### src/rtl/gpio_irq_pkg.sv
package gpio_irq_pkg;

    localparam int unsigned BUS_W    = 32;
    localparam int unsigned ADDR_W   = 12;
    localparam int unsigned TRIG_W   = 2;
    localparam int unsigned TRIG_LSB = 3;

    localparam logic [ADDR_W-1:0] OFS_STATUS = 12'h080;
    localparam logic [ADDR_W-1:0] OFS_MASK   = 12'h0A0;
    localparam logic [ADDR_W-1:0] OFS_MCLR   = 12'h0C0;
    localparam logic [ADDR_W-1:0] OFS_CTRL   = 12'h100;

    typedef enum logic [1:0] {
        TRIG_OFF  = 2'd0,
        TRIG_RISE = 2'd1,
        TRIG_FALL = 2'd2,
        TRIG_BOTH = 2'd3
    } trig_e;

    typedef enum logic [1:0] {
        LV_INIT = 2'd0,
        LV_LOW  = 2'd1,
        LV_HIGH = 2'd2
    } lvl_state_e;

    typedef enum logic [2:0] {
        SEL_NONE,
        SEL_STATUS,
        SEL_MASK,
        SEL_MCLR,
        SEL_CTRL
    } reg_sel_e;

endpackage

### src/rtl/gpio_irq_sync.sv
module gpio_irq_sync #(
    parameter int unsigned WIDTH  = 32,
    parameter int unsigned STAGES = 2
) (
    input  logic             clk,
    input  logic             rst_n,
    input  logic [WIDTH-1:0] d,
    output logic [WIDTH-1:0] q,
    output logic             ready
);

    logic [WIDTH-1:0]  stage_q [STAGES];
    logic [STAGES-1:0] fill_q;

    // Level chain plus a fill marker that says when the last stage holds a real sample.
    always_ff @(posedge clk or negedge rst_n) begin
        if (!rst_n) begin
            for (int k = 0; k < STAGES; k++) begin
                stage_q[k] <= '0;
            end
            fill_q <= '0;
        end else begin
            stage_q[0] <= d;
            for (int k = 1; k < STAGES; k++) begin
                stage_q[k] <= stage_q[k-1];
            end
            fill_q <= STAGES'({fill_q, 1'b1});
        end
    end

    assign q     = stage_q[STAGES-1];
    assign ready = fill_q[STAGES-1];

endmodule

### src/rtl/gpio_irq_edge_fsm.sv
module gpio_irq_edge_fsm
    import gpio_irq_pkg::*;
(
    input  logic              clk,
    input  logic              rst_n,
    input  logic              lvl_ready,
    input  logic              lvl,
    input  logic [TRIG_W-1:0] trig,
    output logic              evt
);

    lvl_state_e state_q, state_d;

    // State register
    always_ff @(posedge clk or negedge rst_n) begin
        if (!rst_n) begin
            state_q <= LV_INIT;
        end else begin
            state_q <= state_d;
        end
    end

    // Transitions: adopt-low, adopt-high, rise, fall, hold
    always_comb begin
        state_d = state_q;
        unique case (state_q)
            LV_INIT: begin
                if (lvl_ready) begin
                    state_d = lvl ? LV_HIGH : LV_LOW;
                end
            end
            LV_LOW: begin
                if (lvl) begin
                    state_d = LV_HIGH;
                end
            end
            LV_HIGH: begin
                if (!lvl) begin
                    state_d = LV_LOW;
                end
            end
            default: state_d = LV_INIT;
        endcase
    end

    // Output: a transition is reported only when the trigger code accepts it
    always_comb begin
        evt = 1'b0;
        unique case (state_q)
            LV_LOW:  evt = lvl  && (trig == TRIG_RISE || trig == TRIG_BOTH);
            LV_HIGH: evt = !lvl && (trig == TRIG_FALL || trig == TRIG_BOTH);
            default: evt = 1'b0;
        endcase
    end

    // a disabled pin never reports
    p_off_quiet_r6: assert property (@(posedge clk) disable iff (!rst_n)
        (trig == TRIG_OFF) |-> !evt);

    // a reported transition always moves the level state
    p_evt_moves_r3: assert property (@(posedge clk) disable iff (!rst_n)
        evt |=> (state_q != $past(state_q)));

endmodule

### src/rtl/gpio_irq_regs.sv
module gpio_irq_regs
    import gpio_irq_pkg::*;
#(
    parameter int unsigned NPINS = 32
) (
    input  logic                     clk,
    input  logic                     rst_n,
    input  logic                     req_valid,
    input  logic                     req_write,
    input  logic [ADDR_W-1:0]        req_addr,
    input  logic [BUS_W-1:0]         req_wdata,
    input  logic [NPINS-1:0]         edge_evt,
    output logic [NPINS-1:0]         status_o,
    output logic [NPINS-1:0]         mask_o,
    output logic [TRIG_W*NPINS-1:0]  trig_o,
    output logic [BUS_W-1:0]         rd_data_o
);

    localparam int unsigned IDX_W = ADDR_W - 2;

    logic [NPINS-1:0]  status_q, status_d;
    logic [NPINS-1:0]  mask_q, mask_d;
    logic [TRIG_W-1:0] trig_q [NPINS];
    logic [BUS_W-1:0]  rd_q, rd_d;

    logic [ADDR_W-1:0] ctrl_off;
    logic [IDX_W-1:0]  ctrl_idx;
    logic              ctrl_hit;
    reg_sel_e          sel;
    logic [NPINS-1:0]  wbits;
    logic              wr_stat, wr_mask, wr_mclr, wr_ctrl, rd_en;

    assign ctrl_off = req_addr - OFS_CTRL;
    assign ctrl_idx = ctrl_off[ADDR_W-1:2];
    assign ctrl_hit = (req_addr >= OFS_CTRL) && (ctrl_off[1:0] == 2'b00)
                      && (ctrl_idx < IDX_W'(NPINS));
    assign wbits    = req_wdata[NPINS-1:0];

    // Address decode
    always_comb begin
        if (!req_valid)                  sel = SEL_NONE;
        else if (req_addr == OFS_STATUS) sel = SEL_STATUS;
        else if (req_addr == OFS_MASK)   sel = SEL_MASK;
        else if (req_addr == OFS_MCLR)   sel = SEL_MCLR;
        else if (ctrl_hit)               sel = SEL_CTRL;
        else                             sel = SEL_NONE;
    end

    always_comb begin
        wr_stat = 1'b0;
        wr_mask = 1'b0;
        wr_mclr = 1'b0;
        wr_ctrl = 1'b0;
        unique case (sel)
            SEL_STATUS: wr_stat = req_write;
            SEL_MASK:   wr_mask = req_write;
            SEL_MCLR:   wr_mclr = req_write;
            SEL_CTRL:   wr_ctrl = req_write;
            default:    ;
        endcase
    end

    assign rd_en = req_valid && !req_write;

    // Status: the clear applies first, then new events are OR-ed in (event wins)
    always_comb begin
        status_d = (status_q & ~(wr_stat ? wbits : '0)) | edge_evt;
    end

    always_comb begin
        mask_d = mask_q;
        if (wr_mask) mask_d = mask_q | wbits;
        if (wr_mclr) mask_d = mask_q & ~wbits;
    end

    always_ff @(posedge clk or negedge rst_n) begin
        if (!rst_n) begin
            status_q <= '0;
            mask_q   <= '1;
        end else begin
            status_q <= status_d;
            mask_q   <= mask_d;
        end
    end

    always_ff @(posedge clk or negedge rst_n) begin
        if (!rst_n) begin
            for (int p = 0; p < NPINS; p++) begin
                trig_q[p] <= TRIG_OFF;
            end
        end else if (wr_ctrl) begin
            for (int p = 0; p < NPINS; p++) begin
                if (ctrl_idx == IDX_W'(p)) begin
                    trig_q[p] <= req_wdata[TRIG_LSB +: TRIG_W];
                end
            end
        end
    end

    generate
        for (genvar p = 0; p < NPINS; p++) begin : g_trig_out
            assign trig_o[TRIG_W*p +: TRIG_W] = trig_q[p];
        end
    endgenerate

    // Read mux, captured into a register on a read access
    always_comb begin
        rd_d = '0;
        unique case (sel)
            SEL_STATUS:        rd_d = BUS_W'(status_q);
            SEL_MASK, SEL_MCLR: rd_d = BUS_W'(mask_q);
            SEL_CTRL: begin
                for (int p = 0; p < NPINS; p++) begin
                    if (ctrl_idx == IDX_W'(p)) begin
                        rd_d = BUS_W'(trig_q[p]) << TRIG_LSB;
                    end
                end
            end
            default: rd_d = '0;
        endcase
    end

    always_ff @(posedge clk or negedge rst_n) begin
        if (!rst_n) begin
            rd_q <= '0;
        end else if (rd_en) begin
            rd_q <= rd_d;
        end
    end

    assign status_o  = status_q;
    assign mask_o    = mask_q;
    assign rd_data_o = rd_q;

    // every event of the previous cycle is now pending, whatever was written
    p_event_kept_r11: assert property (@(posedge clk) disable iff (!rst_n)
        1'b1 |=> ((status_q & $past(edge_evt)) == $past(edge_evt)));

    // a status bit only turns on because of an event
    p_no_spurious_r3: assert property (@(posedge clk) disable iff (!rst_n)
        1'b1 |=> ((status_q & ~$past(status_q) & ~$past(edge_evt)) == '0));

    // written ones clear pending bits that had no coinciding event
    p_w1c_clears_r7: assert property (@(posedge clk) disable iff (!rst_n)
        wr_stat |=> ((status_q & $past(wbits) & ~$past(edge_evt)) == '0));

    // written ones set mask bits
    p_mask_sets_r8: assert property (@(posedge clk) disable iff (!rst_n)
        wr_mask |=> ((mask_q & $past(wbits)) == $past(wbits)));

    // written ones at the mask-clear port clear mask bits
    p_mclr_clears_r9: assert property (@(posedge clk) disable iff (!rst_n)
        wr_mclr |=> ((mask_q & $past(wbits)) == '0));

endmodule

### src/rtl/gpio_edge_irq_ctrl.sv
module gpio_edge_irq_ctrl
    import gpio_irq_pkg::*;
#(
    parameter int unsigned NPINS       = 32,
    parameter int unsigned SYNC_STAGES = 2
) (
    input  logic              clk,
    input  logic              rst_n,
    input  logic [NPINS-1:0]  pin_i,
    input  logic              req_valid,
    input  logic              req_write,
    input  logic [ADDR_W-1:0] req_addr,
    input  logic [BUS_W-1:0]  req_wdata,
    output logic [BUS_W-1:0]  rd_data,
    output logic              irq_o
);

    logic [NPINS-1:0]        pin_sync;
    logic                    sync_ready;
    logic [NPINS-1:0]        edge_evt;
    logic [NPINS-1:0]        status;
    logic [NPINS-1:0]        mask;
    logic [TRIG_W*NPINS-1:0] trig_flat;

    gpio_irq_sync #(
        .WIDTH  (NPINS),
        .STAGES (SYNC_STAGES)
    ) u_sync (
        .clk   (clk),
        .rst_n (rst_n),
        .d     (pin_i),
        .q     (pin_sync),
        .ready (sync_ready)
    );

    generate
        for (genvar p = 0; p < NPINS; p++) begin : g_pin
            gpio_irq_edge_fsm u_edge (
                .clk       (clk),
                .rst_n     (rst_n),
                .lvl_ready (sync_ready),
                .lvl       (pin_sync[p]),
                .trig      (trig_flat[TRIG_W*p +: TRIG_W]),
                .evt       (edge_evt[p])
            );
        end
    endgenerate

    gpio_irq_regs #(
        .NPINS (NPINS)
    ) u_regs (
        .clk       (clk),
        .rst_n     (rst_n),
        .req_valid (req_valid),
        .req_write (req_write),
        .req_addr  (req_addr),
        .req_wdata (req_wdata),
        .edge_evt  (edge_evt),
        .status_o  (status),
        .mask_o    (mask),
        .trig_o    (trig_flat),
        .rd_data_o (rd_data)
    );

    assign irq_o = |(status & ~mask);

    // with every pin masked the line stays low
    p_allmask_quiet_r10: assert property (@(posedge clk) disable iff (!rst_n)
        (&mask) |-> !irq_o);

    // with nothing pending the line stays low
    p_nopend_quiet_r10: assert property (@(posedge clk) disable iff (!rst_n)
        (status == '0) |-> !irq_o);

endmodule

### config.mk
export PLATFORM = sky130hd
export DESIGN_NAME = gpio_edge_irq_ctrl
export DESIGN_NICKNAME = d
export VERILOG_FILES = /design/src/rtl/gpio_irq_pkg.sv /design/src/rtl/gpio_irq_sync.sv /design/src/rtl/gpio_irq_edge_fsm.sv /design/src/rtl/gpio_irq_regs.sv /design/src/rtl/gpio_edge_irq_ctrl.sv
export SDC_FILE = /design/constraint.sdc
export NUM_CORES = 1
export LEC_CHECK = 0
export BUFFER_PORTS_ARGS = -buffer_cell sky130_fd_sc_hd__buf_4
export CORE_ASPECT_RATIO = 1.4
export CORE_MARGIN = 2
export CORE_UTILIZATION = 60
export CTS_CLUSTER_SIZE = 14
export DETAILED_ROUTE_END_ITERATION = 7
export PLACE_DENSITY_LB_ADDON = 0.12
export RECOVER_POWER = 100
export REMOVE_ABC_BUFFERS = 1
export SLEW_MARGIN = 20
export SYNTH_ARGS = -nofsm -noshare
export SYNTH_HDL_FRONTEND = slang
export SYNTH_SLANG_ARGS = --single-unit
### constraint.sdc
create_clock -name clk -period 2.05 [get_ports clk]
set_input_delay 0.3075 -clock clk [delete_from_list [all_inputs] [get_ports clk]]
set_output_delay 0.3075 -clock clk [all_outputs]
set_load 0.1 [all_outputs]
==> metrics.txt <==
Highest Clock Rate 0.431 GHz; Die Span Y 189 um; number of hold violations in the final report 0; total inserted antenna cells 0; crit start category flop; status complete, but fails checks; clock buffer depth 3; final critical-path share of the clock period 113%; final sum of negative setup slack -268 ps; power density over the cells 1000 nW/um^2; post-route cell area 17800 um^2; detailed router's first-iteration violation count 845; first-pass GRT wire length 61900 um; fraction of final layout cells sized beyond drive strength 1 20.3%; first-pass iteration count of the detailed router 6; path type of the worst setup path flop to primary output; global placer's final weighted congestion 0.987; Post-Route Skew 12.4 ps; Port Buf Inserts 112; LEAKAGE 8.07 nW; aggregate global-route resource usage 30.4%; Worst Setup End Kind primary output; area grow syn2layout 21.1%; maximum level of the CTS H-tree 1; share of total power in the clock network 28.8%; number of warnings printed during yosys synthesis 0; sinks on the clock net 290; flops & latches, synth 290; headroom to the max-slew limit 32.7%; antenna violations before repair 1; area post-placement 16300 um^2; Core ar. 24000 um^2; root buffer cell clkbuf_16; Antenna Violating Nets Remaining 0; leftover overflow at the end of global routing 0; setup slack after layout -268 ps; area of the multi-input gates 6730 um^2; count of mapped cells out of synthesis 1422; Distinct cells, synth 60; maximum number of pins on one net before global-route repair 61; total area of sequential cells 7300 um^2; transition at the pin with the smallest max-transition slack 1010 ps; top cells by area, synth dfrtp_1 (44%), ha_1 (8.2%), dfstp_2 (5.7%), mux2_2 (5.3%), a21oi_1 (3.6%); flip-flop cell with the highest count after synthesis dfrtp_1; CTS tree built; clock-pin transition on the worst setup and hold timing paths 70 ps; number of enable-type register cells in the synthesized netlist 0; fill cell total of the finished layout 1797; share of total power in combinational logic 30.5%; number of max-cap violations 0; DP Wirelength 26700 um; fraction of power consumed by sequential logic 40.7%; DRC violations left 0; number of vias in the routed layout 12100; average routed wire per standard cell 19.4 um; critical path required time 1740 ps; part of the Yosys area used for sequential elements 49.8%; reported net switching power 0.00620 W; unrepaired setup endpoints after global routing yes; average vias per placed instance 6.09; cell-internal power 0.0116 W; fin. max-slew vios 0; mean instance size in the synthesized netlist 10.3 um^2; width of the chip 136 um; CP Max Fanout 2; Total Wirelength 38400 um; time the final worst path needs with I/O delays and setup 2320 ps; area enclosed by the die boundary 25700 um^2; maximum VDD drop 0.855 mV; violated checks negative setup slack; number of ports placed on the die boundary 113; Clk Latency, worst-skew pair 560 ps; initial core utilization 61.2%; Min-Delay Path Class input port to flop; summed instance area of the synthesized netlist 14700 um^2; switching power as a share of total power 34.8%; Async SR Flop Fraction 100%; vias in the first global route 12200; number of setup violations in the final report 1; floorplan row count 67; Hold Worst Slack 193 ps; net total in the final layout 1824; CTS buffer count 29; top-area cell type share of the netlist area 44.0%; Arrival @ worst endpoint 2010 ps; cell accounting for the most synthesized area dfrtp_1
repair_timing:
action,CTS,global route
endpoints found under the setup margin,1,1
pin swaps,2,1
buffers inserted,5,1
hold endpoints to repair,152,0
gates resized for setup,18,0
hold buffers,63,0
routing by layer:
layer / track usage [%] / vias up / part of all wire (%)
li1: - / 5593 / -
met1: 36.3 / 5968 / 38
met2: 53.8 / 393 / 52
met3: 4.90 / 106 / 6.0
met4: 13.1 / 0 / 4.1
met5: 0 / - / 0
cell usage after synthesis (3+ instances only):
master    instances
nand3_1          43
dfstp_2          32
o41ai_1          22
o22ai_1          16
o21ai_0         105
o31ai_1           3
nor3b_1           3
nand2_1         113
nor4_1            5
a22oi_1          31
and3_1           22
nand2b_1          4
ha_1             96
nor3_1           38
a31oi_1          42
o21ai_1           6
buf_2            22
inv_1           134
nor2b_1           4
a22o_1           32
dfrtp_1         258
mux2_2           69
a221oi_1         14
a311oi_1          3
a21oi_1         106
and2_1            5
mux2i_1          38
nor2_1           55
clkbuf_1         24
or3_1            10
mux4_2            4
a211oi_1         27
cell families after synthesis:
logic type      after synthesis  synth area share (%)
compound gates              425                  18.3
simple gates                313                  10.1
flops                       290                  49.8
buf+inv                     184                  4.97
mux                         112                  8.58
fa+ha+maj                    96                  8.19
other cells                   1                0.0256
xor+xnor                      1                0.0597
worst max-delay path: stages, from the launching register on:
cell      delay, ps
dfstp_2         540
inv_2            40
a221oi_2        220
buf_4           160
and3_4          210
nand3_4          80
buf_12          190
layout make-up:
type,count,area share [%]
clock buffer,49,4.96
clock inverter,5,0.211
inverter,135,2.85
multi-input combinational,948,37.9
sequential,290,41.1
tap,310,2.18
timing repair buffer,244,10.8
metrics by stage:
stage          util, %  total power (W)  cells  setup WS (ps)
2_1_floorplan        -           0.0111   1373          -1020
3_3_place_gp      68.0           0.0122   1858           -223
3_5_place_dp      68.0           0.0126   1858           -266
4_1_cts           75.0           0.0179   1980           -270
5_1_grt           74.1           0.0191   1981           -331
6_report          74.1           0.0178   1981           -268
layout by cell type, fill, tap and decap left out, types with 55 or more instances in the layout:
cell type	n
dfrtp_1	258
inv_1	132
nand2_1	113
o21ai_0	108
a21oi_1	106
ha_1	96
buf_4	90
mux2_2	68
dlygate4sd3_1	63
nor2_1	55
power by group through the flow:
stage                     Sequential, W  Combinational, W  Clock (W)
final                           0.00724           0.00543    0.00513
after global routing            0.00735           0.00628    0.00547
after CTS                       0.00722           0.00543    0.00521
after global placement          0.00727           0.00498          0
after detailed placement        0.00731           0.00528          0
after floorplan                 0.00716           0.00391          0
path summary, 6_finish.rpt:
check / from / endpoint / slack, ps / depth (start not counted)
min: req_wdata[3] / flop / 190 / 3
max in group asynchronous: rst_n / u_sync.stage_q[39]$_DFF_PN0_ / 250 / 3
min reg2reg: u_sync.stage_q[59]$_DFF_PN0_ / u_sync.q[27]$_DFF_PN0_ / 340 / 0
min in group asynchronous: rst_n / u_sync.stage_q[58]$_DFF_PN0_ / 450 / 2
max: flop / irq_o / -270 / 6
max reg2reg: u_regs.trig_o[1]$_DFFE_PN0P_ / u_regs.rd_data_o[4]$_DFFE_PN0P_ / 230 / 6
No activity file was read; power rests on OpenSTA's default activity.
